File: src/rtl/dbi_tx_pkg.sv
`timescale 1ns/1ps
package dbi_tx_pkg;
  localparam int unsigned LEN_W  = 18;
  localparam int unsigned WORD_W = 32;
  localparam int unsigned LANES  = WORD_W / 8;
  localparam int unsigned LANE_W = $clog2(LANES);
  localparam int unsigned NB_W   = LANE_W + 1;

  typedef enum logic [1:0] {
    FMT_BYTE = 2'd0,
    FMT_HALF = 2'd1,
    FMT_WORD = 2'd2,
    FMT_RSVD = 2'd3
  } unit_fmt_e;

  typedef struct packed {
    logic             is_tx;
    logic             is_data;
    logic             done_en;
    unit_fmt_e        fmt;
    logic             tmo_mode;
    logic [1:0]       sync_mode;
    logic             rpt_en;
    logic [1:0]       spare;
    logic [2:0]       gap_clks;
    logic [LEN_W-1:0] len_m1;
  } xfer_desc_t;

  function automatic logic [LANE_W-1:0] lane_mask(unit_fmt_e f);
    case (f)
      FMT_HALF: lane_mask = LANE_W'(1);
      FMT_WORD: lane_mask = LANE_W'(3);
      default:  lane_mask = '0;
    endcase
  endfunction
endpackage

File: src/rtl/dbi_tx_unpack.sv
`timescale 1ns/1ps
module dbi_tx_unpack
  import dbi_tx_pkg::*;
(
  input  logic              clk_i,
  input  logic              rst_ni,
  input  logic              load_i,
  input  logic [WORD_W-1:0] word_i,
  input  logic [NB_W-1:0]   nbytes_i,
  input  logic [LANE_W-1:0] mask_i,
  input  logic              take_i,
  output logic              valid_o,
  output logic [7:0]        byte_o
);
  logic [WORD_W-1:0] word_q;
  logic [NB_W-1:0]   nb_q;
  logic [LANE_W-1:0] mask_q, idx_q, lane;
  logic              full_q, last;

  // partial final word keeps natural lane order
  assign lane    = (nb_q == NB_W'(LANES)) ? (idx_q ^ mask_q) : idx_q;
  assign byte_o  = word_q[{lane, 3'b000} +: 8];
  assign last    = ({1'b0, idx_q} == (nb_q - NB_W'(1)));
  assign valid_o = full_q;

  always_ff @(posedge clk_i or negedge rst_ni) begin
    if (!rst_ni) begin
      word_q <= '0;
      nb_q   <= '0;
      mask_q <= '0;
      idx_q  <= '0;
      full_q <= 1'b0;
    end else if (load_i) begin
      word_q <= word_i;
      nb_q   <= nbytes_i;
      mask_q <= mask_i;
      idx_q  <= '0;
      full_q <= 1'b1;
    end else if (take_i) begin
      if (last) full_q <= 1'b0;
      else      idx_q  <= idx_q + LANE_W'(1);
    end
  end


  no_overwrite_chk: assert property (@(posedge clk_i) disable iff (!rst_ni)
    load_i |-> !full_q);

  take_has_byte_chk: assert property (@(posedge clk_i) disable iff (!rst_ni)
    take_i |-> full_q);

  nb_range_chk: assert property (@(posedge clk_i) disable iff (!rst_ni)
    load_i |-> (nbytes_i != '0 && nbytes_i <= NB_W'(LANES)));
endmodule

File: src/rtl/dbi_tx_serdes.sv
`timescale 1ns/1ps
module dbi_tx_serdes #(
  parameter int unsigned HALF_DIV = 2
) (
  input  logic       clk_i,
  input  logic       rst_ni,
  input  logic       go_i,
  input  logic       byte_valid_i,
  input  logic [7:0] byte_i,
  input  logic       dc_i,
  input  logic       nine_i,
  input  logic       lsb_i,
  output logic       take_o,
  output logic       busy_o,
  output logic       half_o,
  output logic       bit_o
);
  localparam int unsigned CNT_W = (HALF_DIV > 1) ? $clog2(HALF_DIV) : 1;
  localparam int unsigned FRM_W = 9;

  logic [CNT_W-1:0] cnt_q;
  logic             half_q, busy_q, end_half, byte_end;
  logic [3:0]       bits_q;
  logic [FRM_W-1:0] sreg_q, frame;
  logic [7:0]       ordered;

  always_comb begin
    for (int b = 0; b < 8; b++) ordered[b] = lsb_i ? byte_i[7-b] : byte_i[b];
  end

  assign frame    = nine_i ? {dc_i, ordered} : {ordered, 1'b0};
  assign end_half = (cnt_q == CNT_W'(HALF_DIV - 1));
  assign byte_end = busy_q && half_q && end_half && (bits_q == 4'd1);
  assign take_o   = go_i && byte_valid_i && (!busy_q || byte_end);
  assign busy_o   = busy_q;
  assign half_o   = half_q;
  assign bit_o    = sreg_q[FRM_W-1];

  always_ff @(posedge clk_i or negedge rst_ni) begin
    if (!rst_ni) begin
      cnt_q  <= '0;
      half_q <= 1'b0;
      busy_q <= 1'b0;
      bits_q <= '0;
      sreg_q <= '0;
    end else if (take_o) begin
      sreg_q <= frame;
      bits_q <= nine_i ? 4'd9 : 4'd8;
      busy_q <= 1'b1;
      half_q <= 1'b0;
      cnt_q  <= '0;
    end else if (busy_q) begin
      if (end_half) begin
        cnt_q <= '0;
        if (half_q) begin
          half_q <= 1'b0;
          bits_q <= bits_q - 4'd1;
          sreg_q <= {sreg_q[FRM_W-2:0], 1'b0};
          if (bits_q == 4'd1) busy_q <= 1'b0;
        end else begin
          half_q <= 1'b1;
        end
      end else begin
        cnt_q <= cnt_q + CNT_W'(1);
      end
    end
  end


  frame_len_chk: assert property (@(posedge clk_i) disable iff (!rst_ni)
    busy_q |-> (bits_q != 4'd0 && bits_q <= 4'd9));

  half_hold_chk: assert property (@(posedge clk_i) disable iff (!rst_ni)
    (busy_q && !end_half && !take_o) |=> $stable(half_q));
endmodule

File: src/rtl/dbi_spi_tx.sv
`timescale 1ns/1ps
module dbi_spi_tx
  import dbi_tx_pkg::*;
#(
  parameter int unsigned HALF_DIV = 2
) (
  input  logic              clk_i,
  input  logic              rst_ni,
  input  logic              cfg_four_wire_i,
  input  logic              cfg_cpol_i,
  input  logic              cfg_cpha_i,
  input  logic              cfg_lsb_first_i,
  input  logic              cfg_swap_i,
  input  logic [WORD_W-1:0] fifo_data_i,
  input  logic              fifo_valid_i,
  output logic              fifo_ready_o,
  output logic              sck_o,
  output logic              cs_no,
  output logic              dc_o,
  output logic              sdo_o,
  output logic              done_o
);
  localparam int unsigned GAP_W = (HALF_DIV > 1) ? $clog2(HALF_DIV) : 1;
  localparam int unsigned CNT_W = LEN_W + 1;

  typedef enum logic [2:0] {
    T_IDLE, T_LEAD, T_RUN, T_TAIL, T_REL, T_DONE
  } tx_state_e;

  tx_state_e   state_q;
  xfer_desc_t  desc;
  logic        data_q, done_en_q;
  unit_fmt_e   fmt_q;
  logic [CNT_W-1:0] bytes_left_q, load_left_q;
  logic [GAP_W-1:0] gap_q;
  logic        gap_end, cs_act, want_word, unp_load;
  logic [NB_W-1:0] nbytes;
  logic        unp_valid, ser_take, ser_busy, ser_half, ser_bit;
  logic [7:0]  unp_byte;
  logic        cs_n_q, sck_q, sdo_q, dc_q, done_q;
  logic        unused_desc_bits;

  assign desc = xfer_desc_t'(fifo_data_i);
  assign unused_desc_bits = ^{desc.tmo_mode, desc.sync_mode, desc.rpt_en,
                              desc.spare, desc.gap_clks};

  assign gap_end   = (gap_q == GAP_W'(HALF_DIV - 1));
  assign cs_act    = (state_q == T_LEAD) || (state_q == T_RUN) || (state_q == T_TAIL);
  assign want_word = (state_q == T_RUN) && !unp_valid && (load_left_q != '0);
  assign fifo_ready_o = (state_q == T_IDLE) || want_word;
  assign unp_load  = want_word && fifo_valid_i;
  assign nbytes    = (load_left_q >= CNT_W'(LANES)) ? NB_W'(LANES)
                                                    : NB_W'(load_left_q);

  dbi_tx_unpack i_unpack (
    .clk_i    (clk_i),
    .rst_ni   (rst_ni),
    .load_i   (unp_load),
    .word_i   (fifo_data_i),
    .nbytes_i (nbytes),
    .mask_i   (cfg_swap_i ? lane_mask(fmt_q) : '0),
    .take_i   (ser_take),
    .valid_o  (unp_valid),
    .byte_o   (unp_byte)
  );

  dbi_tx_serdes #(.HALF_DIV(HALF_DIV)) i_serdes (
    .clk_i        (clk_i),
    .rst_ni       (rst_ni),
    .go_i         (state_q == T_RUN),
    .byte_valid_i (unp_valid),
    .byte_i       (unp_byte),
    .dc_i         (data_q),
    .nine_i       (!cfg_four_wire_i),
    .lsb_i        (cfg_lsb_first_i),
    .take_o       (ser_take),
    .busy_o       (ser_busy),
    .half_o       (ser_half),
    .bit_o        (ser_bit)
  );

  always_ff @(posedge clk_i or negedge rst_ni) begin
    if (!rst_ni) begin
      state_q      <= T_IDLE;
      data_q       <= 1'b0;
      done_en_q    <= 1'b0;
      fmt_q        <= FMT_BYTE;
      bytes_left_q <= '0;
      load_left_q  <= '0;
      gap_q        <= '0;
    end else begin
      if (unp_load) load_left_q <= load_left_q - CNT_W'(nbytes);
      if (ser_take) bytes_left_q <= bytes_left_q - CNT_W'(1);
      case (state_q)
        T_IDLE: if (fifo_valid_i && desc.is_tx) begin
          state_q      <= T_LEAD;
          data_q       <= desc.is_data;
          done_en_q    <= desc.done_en;
          fmt_q        <= desc.fmt;
          bytes_left_q <= {1'b0, desc.len_m1} + CNT_W'(1);
          load_left_q  <= {1'b0, desc.len_m1} + CNT_W'(1);
          gap_q        <= '0;
        end
        T_LEAD: begin
          gap_q <= gap_q + GAP_W'(1);
          if (gap_end) begin
            gap_q   <= '0;
            state_q <= T_RUN;
          end
        end
        T_RUN: if (bytes_left_q == '0 && !ser_busy) state_q <= T_TAIL;
        T_TAIL: begin
          gap_q <= gap_q + GAP_W'(1);
          if (gap_end) begin
            gap_q   <= '0;
            state_q <= T_REL;
          end
        end
        T_REL:   state_q <= T_DONE;
        default: state_q <= T_IDLE;
      endcase
    end
  end

  // link outputs, one register stage behind the engine
  always_ff @(posedge clk_i or negedge rst_ni) begin
    if (!rst_ni) begin
      cs_n_q <= 1'b1;
      sck_q  <= 1'b0;
      sdo_q  <= 1'b0;
      dc_q   <= 1'b0;
      done_q <= 1'b0;
    end else begin
      cs_n_q <= !cs_act;
      if (!cs_act)       sck_q <= cfg_cpol_i;
      else if (ser_busy) sck_q <= cfg_cpol_i ^ cfg_cpha_i ^ ser_half;
      if (!cs_act)       sdo_q <= 1'b0;
      else if (ser_busy) sdo_q <= ser_bit;
      dc_q   <= cs_act && cfg_four_wire_i && data_q;
      done_q <= (state_q == T_DONE) && done_en_q;
    end
  end

  assign cs_no  = cs_n_q;
  assign sck_o  = sck_q;
  assign sdo_o  = sdo_q;
  assign dc_o   = dc_q;
  assign done_o = done_q;


  count_underflow_chk: assert property (@(posedge clk_i) disable iff (!rst_ni)
    ser_take |-> bytes_left_q != '0);

  release_when_empty_chk: assert property (@(posedge clk_i) disable iff (!rst_ni)
    $rose(cs_no) |-> bytes_left_q == '0);

  done_after_release_chk: assert property (@(posedge clk_i) disable iff (!rst_ni)
    done_o |-> (cs_no && $past(cs_no)));

  done_single_chk: assert property (@(posedge clk_i) disable iff (!rst_ni)
    done_o |=> !done_o);

  dc_steady_chk: assert property (@(posedge clk_i) disable iff (!rst_ni)
    (!cs_no && $past(!cs_no) && $stable(cfg_four_wire_i)) |-> $stable(dc_o));

  stall_freeze_chk: assert property (@(posedge clk_i) disable iff (!rst_ni)
    $past(state_q == T_RUN && !ser_busy) |-> ($stable(sck_o) && !cs_no));
endmodule

File: config.mk
export PLATFORM = sky130hd
export DESIGN_NAME = dbi_spi_tx
export DESIGN_NICKNAME = d
export VERILOG_FILES = /design/src/rtl/dbi_tx_pkg.sv /design/src/rtl/dbi_tx_unpack.sv /design/src/rtl/dbi_tx_serdes.sv /design/src/rtl/dbi_spi_tx.sv
export SDC_FILE = /design/constraint.sdc
export NUM_CORES = 1
export LEC_CHECK = 0
export ABC_AREA = 1
export CAP_MARGIN = 30
export CORE_ASPECT_RATIO = 1.25
export CORE_MARGIN = 1
export CORE_UTILIZATION = 40
export CTS_BUF_LIST = sky130_fd_sc_hd__clkbuf_8
export DETAILED_ROUTE_END_ITERATION = 8
export PLACE_DENSITY_LB_ADDON = 0.2
export SYNTH_ARGS = -nofsm -noshare
export SYNTH_HDL_FRONTEND = slang
export SYNTH_HIERARCHICAL = 1
export SYNTH_SLANG_ARGS = --single-unit
File: constraint.sdc
create_clock -name clk_i -period 3.8 [get_ports clk_i]
set_clock_uncertainty 0.1 [all_clocks]
set_input_delay 0.76 -clock clk_i [delete_from_list [all_inputs] [get_ports clk_i]]
set_output_delay 0.76 -clock clk_i [all_outputs]
set_load 0.02 [all_outputs]
==> flow_summary.toml <==
[clock_tree]
path_clk_slew_ns = 0.11
cts_root_buf = "clkbuf_8"
worstSkewPairLatency_ns = 0.39
ctsHoldBuffers = 0
cts_resized = 0
cts.sinks = 107
h-tree-depth = 3
tritoncts = "done"
postCtsSetupRepairBufs = 0
cts-buffers-inserted = 9
cts_max_path_buffers = 2

[yosys]
ys_seq_elements = 107
synthCells = 927
yosys.area.top_type = "dfrtp_1"
postSynthAreaPerCell_um2 = 7.04
synthDistinctLibCells = 40
synth_top_area_frac = 0.407
synth.area.top_cells = "dfrtp_1 (41%), nand2_1 (17%), nand3_1 (7.6%)"
yosysWarnings = 6
synth_nets = 976
seq_area_frac_synth = 0.411
netlist_area_um2 = 6520

[worst_setup_path]
cp_slowest_cell = "clkdlybuf4s50_1"
rr_startpoint = "state_q[2]"
critPathKind = "flop to primary output"
crit_required_ns = 2.94
path_max_fanout = 4
crit_top_cell = "nand2_1"
crit_arrival_ns = 2.05
cpPeakStageDelay_ns = 0.53
crit_path_end_kind = "primary output"
r2r_cells = 17
start_kind = "flop"
crit_chain = "nor2_1, nand2_1, nor2_4, nand3_2, nand2_1, nand2_1, clkdlybuf4s50_1"
reg2reg_slack_ns = 1.01
r2r-end = "bytes_left_q[17]"

[placed_design]
portBuffers = 45
routabilityCongestion = 0.861
pre_cts_ws_ns = 0.961
place_area_um2 = 7120
dp_hpwl_um = 12100

[pwr]
peakVddDrop_v = 0.000283
fin_total_pwr_mw = 5.01
power.density_nw_per_um2 = 686
power.leakage_nw = 3.70

[drt]
routedWlPerCell_um = 13.6
wl_um = 16100
vias = 5683
drtIter0Drc = 306
ant_nets = 0
viasPerCell = 4.82
firstDrtPassIters = 5
drc = 0

[timing]
period_share = 0.767
max_freq_ghz = 0.343
final.setup.tns_ns = 0
setup_slack_ns = 0.886
rsz0062_at_grt = "no"
slew_violations = 0
hold_violations = 0
fin_crit_ns = 2.91
setup_viol = 0
maxSlewHeadroom = 0.518
tightestPinTransition_ns = 0.723

[final_layout]
syn_to_final_growth_pct = 12.0
fin_area_um2 = 7300
drive_gt1_frac = 0.0806
fin_util = 0.463
layout.nets = 1012
diodes = 0

[floorplan]
io-pin-count = 46
start_util = 0.414
fp.dieArea_um2 = 16800
core_area_um2 = 15800
fp.dieW_um = 116
die_h_um = 145
num_rows = 51

[grt]
grt_pass1_wl_um = 26900
grt_max_degree = 56
grt-ovfl-total = 0
grt_pass1_vias = 5478
grt_use_total = 0.211
antenna_found_initial = 0

[flow_run]
drv_cap = 0

[run_status]
status = "finished clean"

[min_path]
hp-class = "input port to asynchronous set/reset pin"
worst max-delay path: cells and delay by family (launching register included):
kind / cells / cell delay (ns)
flops: 1 / 0.46
buf+inv: 1 / 0.53
simple gates: 6 / 0.68
placed cells by master (no fill, tap or decap), types with 2 or more instances in the layout:
cell,Yosys,layout
nand2_1,296,296
inv_1,118,118
dfrtp_1,106,106
nand3_1,99,99
nor2_1,80,80
o21ai_0,61,61
clkdlybuf4s50_1,0,44
a21oi_1,16,16
xor2_1,13,13
inv_2,12,12
nand4_1,11,11
o21ai_1,11,11
clkbuf_8,0,10
nand2_2,9,9
ha_1,9,9
nor3_1,8,8
nor2_2,8,8
nand3_2,7,7
nor2_4,6,6
or2_2,5,5
buf_4,4,5
nand3b_1,4,4
nand2_4,4,4
inv_6,0,3
xnor2_1,2,2
nor4_1,2,2
conb_1,2,2
sequential cells by signal, summed over array words and instances, names as in the netlist, 2 cells and up:
name	flops
bytes_left_q	19
i_serdes/sreg_q	9
load_left_q	19
i_unpack/idx_q	2
i_unpack/mask_q	2
state_q	3
fmt_q	2
i_unpack/nb_q	3
i_serdes/bits_q	4
i_unpack/word_q	32
Yosys cell counts (all sizes together):
cell / number
buf: 22
nand2: 309
xor2: 14
a211o: 1
o31ai: 1
a31oi: 1
nand3: 107
inv: 131
nor2: 94
a21oi: 16
dfrtp: 106
dfstp: 1
o21ai: 72
conb: 2
and3: 1
xnor2: 2
nand4: 11
clkbuf: 3
a31o: 1
ha: 9
nor4: 2
or2: 7
nand3b: 4
o211ai: 1
nor3: 8
a21boi: 1
per-stage QoR:
stage,std cells,hold slack (ns)
3_3_place_gp,1164,0.359
4_1_cts,1180,0.339
6_report,1180,0.326
5_1_grt,1180,0.373
2_1_floorplan,927,0.342
3_5_place_dp,1164,0.364
power by group:
part	leakage, nW	internal (mW)	switching [mW]
Combinational	2.40	0.793	1.49
Sequential	1.21	1.66	0.369
Clock	0.0937	0.264	0.433
Total	3.70	2.72	2.29
cell families (layout without fill, tap and decap cells):
logic type | after synthesis | count (layout) | share of synthesized area
AND/OR/NAND/NOR | 543 | 543 | 0.370
buffers and inverters | 156 | 197 | 0.102
flip-flops | 107 | 107 | 0.411
AO/OA/AOI/OAI | 94 | 94 | 0.0746
XOR/XNOR | 16 | 16 | 0.0244
adder cells (fa/ha/maj) | 9 | 9 | 0.0173
other | 2 | 2 | 0.00115
final cells by class:
| class | instances | area [um^2] |
|---|---|---|
| Multi-Input combinational cell | 664 | 3180 |
| Tap cell | 212 | 265 |
| Fill cell | 1692 | 8460 |
| Clock inverter | 6 | 47.5 |
| Sequential cell | 107 | 2680 |
| Clock buffer | 10 | 138 |
| Timing Repair Buffer | 50 | 498 |
| Inverter | 131 | 494 |
how the worst max path moves through the flow:
stage	startpoint	to	slack, ns	cells past startpoint
after floorplan	state_q[2]	bytes_left_q[17]	1.49	17
after global placement	fifo_data_i[0]	load_left_q[16]	1.03	10
after detailed placement	fifo_data_i[0]	load_left_q[16]	0.96	10
after CTS	load_left_q[14]	fifo_ready_o	0.87	7
after global routing	state_q[2]	bytes_left_q[17]	0.73	18
final	load_left_q[14]	fifo_ready_o	0.89	7
per-layer routing:
layer / vias up / global-route usage / wire [um]
met2: 78 / 0.375 / 8090
met5: - / 0 / 0
met4: 0 / 0.0634 / 201
met3: 12 / 0.0275 / 424
met1: 2623 / 0.263 / 7350
li1: 2970 / - / -
Power figures use the tool's default switching activity.
